==> config.mk <==
export PLATFORM = sky130hd
export DESIGN_NAME = sp_track
export DESIGN_NICKNAME = d
export VERILOG_FILES = /design/src/rtl/sp_track.sv
export SDC_FILE = /design/constraint.sdc
export NUM_CORES = 1
export LEC_CHECK = 0
export ABC_AREA = 0
export BUFFER_PORTS_ARGS = -buffer_cell sky130_fd_sc_hd__buf_2
export CAP_MARGIN = 30
export CORE_MARGIN = 2
export CORE_UTILIZATION = 35
export DETAILED_ROUTE_END_ITERATION = 6
export HOLD_SLACK_MARGIN = 0.03
export PLACE_DENSITY = 0.54
export SETUP_SLACK_MARGIN = 0.4
export SYNTH_ARGS = -nofsm -noshare
export SYNTH_HDL_FRONTEND = slang
export SYNTH_SLANG_ARGS = --single-unit
==> constraint.sdc <==
create_clock -name clk -period 23.5 [get_ports clk]
set_input_delay 5.875 -clock clk [delete_from_list [all_inputs] [get_ports clk]]
set_output_delay 5.875 -clock clk [all_outputs]
set_load 0.05 [all_outputs]
==> src/rtl/sp_track.sv <==
module sp_track #(
  parameter int LANES    = 4,
  parameter int SPW      = 32,
  parameter int AW       = 6,
  parameter int LOW      = 8,
  parameter logic [SPW-1:0] RESET_SP = 32'h0001_0000
) (
  input  logic                 clk,
  input  logic                 rst_n,
  input  logic                 sync_en,
  input  logic [SPW-1:0]       sync_sp,
  input  logic [2*LANES-1:0]   op_kind,
  input  logic [AW*LANES-1:0]  op_amt,
  output logic [SPW*LANES-1:0] sp_lane,
  output logic [LANES-1:0]     lane_vld,
  output logic [SPW-1:0]       sp_base
);
  localparam int HW = SPW - LOW;
  localparam logic [1:0] K_PUSH = 2'b01;
  localparam logic [1:0] K_POP  = 2'b10;
  localparam logic [1:0] K_ADJ  = 2'b11;

  logic [SPW-1:0] base_q;
  logic [HW-1:0]  hi_up, hi_dn;
  logic signed [LOW-1:0] pre  [LANES+1];
  logic signed [LOW-1:0] seen [LANES];

  assign hi_up   = base_q[SPW-1:LOW] + HW'(1);
  assign hi_dn   = base_q[SPW-1:LOW] - HW'(1);
  assign sp_base = base_q;

  function automatic logic [SPW-1:0] csel_add(
    input logic [SPW-1:0] b,
    input logic [HW-1:0]  up,
    input logic [HW-1:0]  dn,
    input logic signed [LOW-1:0] off
  );
    logic signed [LOW+1:0] s;
    logic [HW-1:0] h;
    s = $signed({2'b00, b[LOW-1:0]}) + $signed({{2{off[LOW-1]}}, off});
    if (s[LOW+1])   h = dn;
    else if (s[LOW]) h = up;
    else            h = b[SPW-1:LOW];
    return {h, s[LOW-1:0]};
  endfunction

  always_comb begin
    pre[0] = '0;
    for (int i = 0; i < LANES; i++) begin
      logic [1:0] k;
      logic signed [LOW-1:0] a, d;
      k = op_kind[2*i +: 2];
      a = {{(LOW-AW){op_amt[AW*i+AW-1]}}, op_amt[AW*i +: AW]};
      case (k)
        K_PUSH:  begin d = -a; seen[i] = pre[i] + d; end
        K_POP:   begin d = a;  seen[i] = pre[i];     end
        K_ADJ:   begin d = a;  seen[i] = pre[i] + d; end
        default: begin d = '0; seen[i] = '0;         end
      endcase
      pre[i+1] = pre[i] + d;
    end
  end

  for (genvar g = 0; g < LANES; g++) begin : g_lane
    wire live = !sync_en && (op_kind[2*g +: 2] != 2'b00);
    assign lane_vld[g] = live;
    assign sp_lane[SPW*g +: SPW] = live ? csel_add(base_q, hi_up, hi_dn, seen[g]) : '0;
  end

  always_ff @(posedge clk) begin
    if (!rst_n)       base_q <= RESET_SP;
    else if (sync_en) base_q <= sync_sp;
    else              base_q <= csel_add(base_q, hi_up, hi_dn, pre[LANES]);
  end
endmodule

==> flow_summary.json, run 1 <==
{
  "place_area_sq_um": 11500,
  "cts_buffers": 5,
  "synth-seq-area-share_pct": 6.39,
  "initial_utilization_pct": 35.8,
  "critPathMaxFanout": 24,
  "ys_seq_elements": 32,
  "io_buffers": 230,
  "synth_cell_types": 75,
  "worstPathRequired_ns": 17.62,
  "largest_reg_flops": 32,
  "ctsHoldBuffers": 0,
  "drv_slew": 0,
  "cts_buffer_depth": 2,
  "track_usage_pct": 25.3,
  "layout_commonest_cell": "buf_2",
  "via_count": 11600,
  "vdd_drop_max_v": 0.000153,
  "cts_tree": "done",
  "cts_resized": 0,
  "grt_start_max_net_pins": 46,
  "synth_nets": 1666,
  "syn_to_final_growth_pct": 15.8,
  "nets": 1818,
  "grt_pass1_wl_mm": 61.5,
  "dpl.hpwl_mm": 29.9,
  "fillers": 3021,
  "io_pins": 231,
  "fmax_ghz": 0.0542,
  "clock_sinks": 32,
  "slowest_stage": "a311oi_1",
  "final_layout_size_suffix_gt1_share_pct": 18.2,
  "path_clk_slew_ns": 0.06,
  "cp-end-kind": "primary output",
  "setup_viol": 0,
  "skew_ns": 0.00461,
  "cts_setup_buffers": 0,
  "final_cell_mix": "230 x buf_2, 182 x nor2_1, 111 x nand2_1",
  "rsz0062_at_grt": "false",
  "core_area_sq_um": 28000,
  "avgSynthCellArea_sq_um": 6.70,
  "die_x_um": 173,
  "crit_path_start_kind": "input pin",
  "power.leakage_uw": 0.00519,
  "fp.dieH_um": 173,
  "hp-start": "sp_base[30]$_SDFFE_PN0P_",
  "cts-root-buf": "clkbuf_16",
  "fin_area_sq_um": 11600,
  "async_reset_ff_share_pct": 0,
  "finalCritPeriodShare_pct": 78.5,
  "worstMarginPinSlew_ns": 1.12,
  "period_minus_slack_ns": 18.45,
  "place.gp.congestion": 0.884,
  "drt-initial-drc-count": 1020,
  "drc": 0,
  "first_global_vias": 10800,
  "dr.pass1.iters": 6,
  "hp-class": "reg2reg",
  "cpMostUsedCell": "ha_1",
  "vias_per_cell": 5.70,
  "totalNegativeSetupSlack_ns": 0,
  "grt.overflow.total": 0,
  "timing.rr.start": "sp_base[11]$_SDFFE_PN0P_",
  "die_area_sq_um": 30000,
  "ys.flop_type": "dfxtp_1",
  "slowest_delay_ns": 0.47,
  "crit_type": "in2out",
  "antenna_found_initial": 1,
  "hold_viol_final": 0,
  "startpoint": "op_amt[0]",
  "max-slew-margin-rel_pct": 25.3,
  "outcome": "completed",
  "htreeDepth": 2,
  "ys_warn_count": 0,
  "netlist_instances": 1497,
  "power_density_nw_per_um2": 127,
  "clk_latency_ns": 0.30,
  "cp_data_arrival_time_ns": 12.57,
  "syn-cell-area_sq_um": 10000,
  "maxCapViolations": 0,
  "wl_per_cell_um": 19.4,
  "final_antenna_net_count": 0,
  "rows": 61,
  "reg2reg_slack_ns": 19.58,
  "drt-total-wl_mm": 39.4,
  "synth_edf_count": 0
}
[metrics by stage]
step                hold slack (ns)  util, %  power (uW)  cells  worst slack [ns]
finish                        0.715     41.5        1480   2029              5.05
global route                  0.800     41.5        1600   2028              4.44
CTS                           0.716     41.5        1470   2028              5.03
detailed placement            0.708     40.9        1390   2020              5.03
global placement              0.713     40.6        1360   2015              4.75
floorplan                     0.861        -        1090   1497              5.36
[per-layer routing]
metal  up-vias  part of all wire [%]  global-route usage (%)  routed length [um]
li1       5665                     -                       -                   -
met1      5327                    45                    34.5               17600
met2       514                    45                    41.2               17700
met3        59                   7.3                    3.66                2880
met4         2                   2.8                    7.91                1110
met5         -                 0.033                       0                  13
[cell usage after synthesis, types with 8 or more instances]
master / n / area share, %
xnor2_1: 108 / 9.4
a21o_1: 28 / 2.1
nand2_1: 111 / 4.2
ha_1: 91 / 11
o31ai_1: 13 / 0.97
mux2_2: 13 / 1.5
and2_1: 26 / 1.6
inv_1: 58 / 2.2
o21bai_1: 18 / 1.3
nand2b_1: 22 / 1.4
nor3b_1: 21 / 1.6
buf_2: 14 / 0.70
nor2b_1: 12 / 0.75
dfxtp_1: 32 / 6.4
and3_1: 23 / 1.4
o21a_1: 25 / 1.9
o21ai_0: 99 / 4.9
nand3_1: 45 / 2.2
clkbuf_1: 78 / 2.9
o22ai_1: 35 / 2.2
or3_1: 18 / 1.1
xor2_1: 40 / 3.5
nor2_1: 182 / 6.8
fa_1: 11 / 2.2
mux2i_1: 20 / 2.0
nor3_1: 90 / 4.5
a31oi_1: 21 / 1.3
a211oi_1: 28 / 2.1
a22o_1: 17 / 1.5
o311a_1: 8 / 0.80
a21oi_1: 87 / 4.3
[layout make-up]
type / count / area [sq um] / area share [%]
Multi-Input combinational cell: 1299 / 8770 / 75.5
Timing Repair Buffer: 250 / 1360 / 11.7
Sequential cell: 32 / 641 / 5.51
Tap cell: 378 / 473 / 4.07
Inverter: 61 / 229 / 1.97
Clock buffer: 5 / 125 / 1.08
Clock inverter: 3 / 23.8 / 0.205
Antenna cell: 1 / 2.50 / 0.0215
[where the power goes]
group	leakage (uW)	switching [uW]	total, uW	internal (uW)
Sequential	0.000266	42.0	109	66.5
Combinational	0.00486	867	1300	433
Clock	0.0000660	31.9	71.4	39.6
Total	0.00519	940	1480	539
[critical path, delay by kind of cell]
family / cells / cell delay, ns
buffers and inverters: 4 / 0.75
adder cells (fa/ha/maj): 5 / 1.67
AND/OR/NAND/NOR: 8 / 1.22
XOR/XNOR: 3 / 0.65
AO/OA/AOI/OAI: 10 / 2.19
multiplexers: 1 / 0.21
[path summary, 6_finish.rpt]
kind,end,depth (start not counted)
setup reg to reg,sp_base[29]$_SDFFE_PN0P_,10
hold reg to reg,sp_base[30]$_SDFFE_PN0P_,2
hold / removal,sp_base[30]$_SDFFE_PN0P_,2
setup / recovery,sp_lane[111],31
[logic make-up (layout without fill, tap and decap cells)]
| kind of cell | Yosys count | count (layout) | share of synthesized area (%) |
|---|---|---|---|
| simple gates | 578 | 578 | 27.7 |
| fa+ha+maj | 102 | 102 | 13.5 |
| xor+xnor | 153 | 153 | 13.9 |
| mux | 33 | 33 | 3.45 |
| other cells | 0 | 1 | 0 |
| flops | 32 | 32 | 6.39 |
| buf+inv | 166 | 319 | 6.72 |
| compound gates | 433 | 433 | 28.2 |
No activity file was read; power rests on OpenSTA's default activity.
==> inputs of run 2 (changes only) <==
--- a/config.mk
+++ b/config.mk
@@ -5,7 +5,7 @@
 export SDC_FILE = /design/constraint.sdc
 export NUM_CORES = 1
 export LEC_CHECK = 0
-export ABC_AREA = 0
+export ABC_AREA = 1
 export BUFFER_PORTS_ARGS = -buffer_cell sky130_fd_sc_hd__buf_2
 export CAP_MARGIN = 30
 export CORE_MARGIN = 2
==> constraint.sdc (replaced) <==
create_clock -name clk -period 17 [get_ports clk]
set_input_delay 4.25 -clock clk [delete_from_list [all_inputs] [get_ports clk]]
set_output_delay 4.25 -clock clk [all_outputs]
set_load 0.05 [all_outputs]
==> flow_summary.json, run 2 <==
{
  "synth_nets": 2023,
  "worstPathRequired_ns": 12.75,
  "cts_buffer_depth": 2,
  "clock_sinks": 32,
  "hp-class": "reg2reg",
  "post-route-util_pct": 40.7,
  "outcome": "completed",
  "syn_to_final_growth_pct": 14.0,
  "fmax_ghz": 0.0664,
  "comb_power_share_pct": 88.3,
  "rsz0062_at_grt": "false",
  "reg2reg_to": "sp_base[24]$_SDFFE_PN0P_",
  "path_clk_slew_ns": 0.06,
  "cp-end-kind": "primary output",
  "reg2reg_slack_ns": 13.33,
  "yosysTopAreaCell": "nand2_1",
  "slowest_stage": "nand3_4",
  "grt.overflow.total": 0,
  "hold_path_depth": 2,
  "max-slew-margin-rel_pct": 39.6,
  "maxCapViolations": 0,
  "drc": 0,
  "reg2reg_depth": 13,
  "rows": 62,
  "drt-initial-drc-count": 1027,
  "vdd_drop_max_v": 0.000154,
  "dpl.hpwl_mm": 31.8,
  "synth_cell_types": 49,
  "whs_endpoint": "sp_base[9]$_SDFFE_PN0P_",
  "finalCritPeriodShare_pct": 88.6,
  "multi_input_comb_area_sq_um": 8080,
  "final-seq-area_sq_um": 641,
  "ys_seq_elements": 32,
  "avgSynthCellArea_sq_um": 5.55,
  "setup_viol": 0,
  "first_global_vias": 11900,
  "skew_ns": 0.00920,
  "wl_per_cell_um": 17.3,
  "die_area_sq_um": 30800,
  "timing.rr.start": "sp_base[0]$_SDFF_PN0_",
  "cts-root-buf": "clkbuf_16",
  "core_area_sq_um": 28900,
  "htreeDepth": 2,
  "cts_buffers": 5,
  "grt_pass1_wl_mm": 65.1,
  "io_pins": 231,
  "fp.dieH_um": 175,
  "synthTopCellsByCount": "424 x nand2_1, 286 x inv_1, 211 x nor2_1",
  "hold_viol_final": 0,
  "cp_data_arrival_time_ns": 10.81,
  "internal_power_uw": 804,
  "antenna_found_initial": 0,
  "ys_warn_count": 0,
  "drv_slew": 0,
  "synth_edf_count": 0,
  "dr.pass1.iters": 5,
  "final_antenna_net_count": 0,
  "cts_setup_buffers": 0,
  "yosysTopAreaCellShare_pct": 15.5,
  "post-synth-top-count-cell": "nand2_1",
  "drt-total-wl_mm": 41.5,
  "synth-seq-area-share_pct": 6.23,
  "final_layout_size_suffix_gt1_share_pct": 15.1,
  "cts_tree": "done",
  "power.leakage_uw": 0.00674,
  "initial_utilization_pct": 35.6,
  "crit_path_start_kind": "input pin",
  "critPathMaxFanout": 25,
  "pwr-share-seq_pct": 8.0,
  "fillers": 3267,
  "hp-start": "sp_base[9]$_SDFFE_PN0P_",
  "track_usage_pct": 26.5,
  "power_density_nw_per_um2": 228,
  "grt_start_max_net_pins": 49,
  "ctsHoldBuffers": 0,
  "nets": 2177,
  "vias_per_cell": 5.26,
  "io_buffers": 230,
  "clk_latency_ns": 0.29,
  "layout_commonest_cell": "nand2_1",
  "place.gp.congestion": 0.946,
  "worstMarginPinSlew_ns": 0.903,
  "p_clk_share_pct": 3.7,
  "period_minus_slack_ns": 15.06,
  "n_antenna_cell": 0,
  "totalNegativeSetupSlack_ns": 0,
  "crit_type": "in2out",
  "syn-cell-area_sq_um": 10300,
  "via_count": 12600,
  "die_x_um": 175,
  "netlist_instances": 1854,
  "cts_resized": 0,
  "p_sw_uw": 1870,
  "synthTopCellsByArea": "nand2_1 15%, ha_1 11%, inv_1 10%",
  "async_reset_ff_share_pct": 0,
  "slowest_delay_ns": 0.69,
  "p_sw_share_pct": 69.9,
  "largest_reg_flops": 32,
  "ys.flop_type": "dfxtp_1",
  "final_cell_mix": "424 x nand2_1, 286 x inv_1, 230 x buf_2"
}
[run 2: cell types whose count changed after synthesis, sizes merged, moves of 58 or more]
cell	previous run	this run
nand2	111	444
xnor2	109	13
o211ai	7	65
inv	58	296
nand3	45	124
nor3	90	25
[run 2: critical path, delay by kind of cell]
family | cells | cell delay, ns
compound gates | 7 | 1.28
simple gates | 13 | 2.48
fa+ha+maj | 4 | 1.26
xor+xnor | 3 | 0.77
buf+inv | 7 | 0.74
[run 2: routing by layer]
metal | wire length [um] | GRT usage [%] | share of wire [%]
met1 | 19400 | 37.0 | 47
met2 | 17800 | 41.9 | 43
met3 | 3100 | 4.52 | 7.5
met4 | 1170 | 6.99 | 2.8
met5 | 0 | 0 | 0
[run 2: area by class of cell]
cell class,count,share of cell area (%)
clock inverter,2,0.0853
multi-input combinational,1428,68.8
timing repair buffer,243,10.8
tap,384,4.10
inverter,298,9.53
clock buffer,6,1.18
sequential,32,5.46
[run 2: cells by family after synthesis]
family,share of synthesized area (%)
and+or+nand+nor,35.7
buffers and inverters,15.4
adders and majority gates,13.2
muxes,1.95
DFF,6.23
xor gates and xnor gates,6.20
AOI/OAI and AO/OA,21.2
[run 2: how the worst max path moves through the flow]
| stage | cells after the start | from | slack [ns] | endpoint |
|---|---|---|---|---|
| final | 34 | op_amt[0] | 1.94 | sp_lane[105] |
| after floorplan | 29 | op_amt[0] | 2.99 | sp_lane[104] |
| after global routing | 34 | op_amt[0] | 1.36 | sp_lane[105] |
| after global placement | 34 | op_amt[0] | 2.10 | sp_lane[105] |
| after detailed placement | 32 | op_amt[0] | 2.03 | sp_lane[105] |
| after CTS | 32 | op_amt[0] | 2.03 | sp_lane[105] |
[run 2: power by group through the flow]
stage	Sequential [uW]	Combinational [uW]	Clock [uW]
global placement	213	2320	0
finish	214	2360	97.9
CTS	211	2350	97.8
detailed placement	213	2340	0
floorplan	239	1770	0
global route	221	2590	101
[run 2: stage by stage]
step | cell area [sq um] | instances | worst slack, ns | power (uW) | hold WS (ns)
floorplan | 10300 | 1854 | 2.99 | 2010 | 0.784
global placement | 11600 | 2384 | 2.10 | 2540 | 0.612
detailed placement | 11600 | 2385 | 2.03 | 2550 | 0.624
CTS | 11700 | 2393 | 2.03 | 2660 | 0.629
global route | 11700 | 2393 | 1.36 | 2910 | 0.647
finish | 11700 | 2393 | 1.94 | 2670 | 0.641
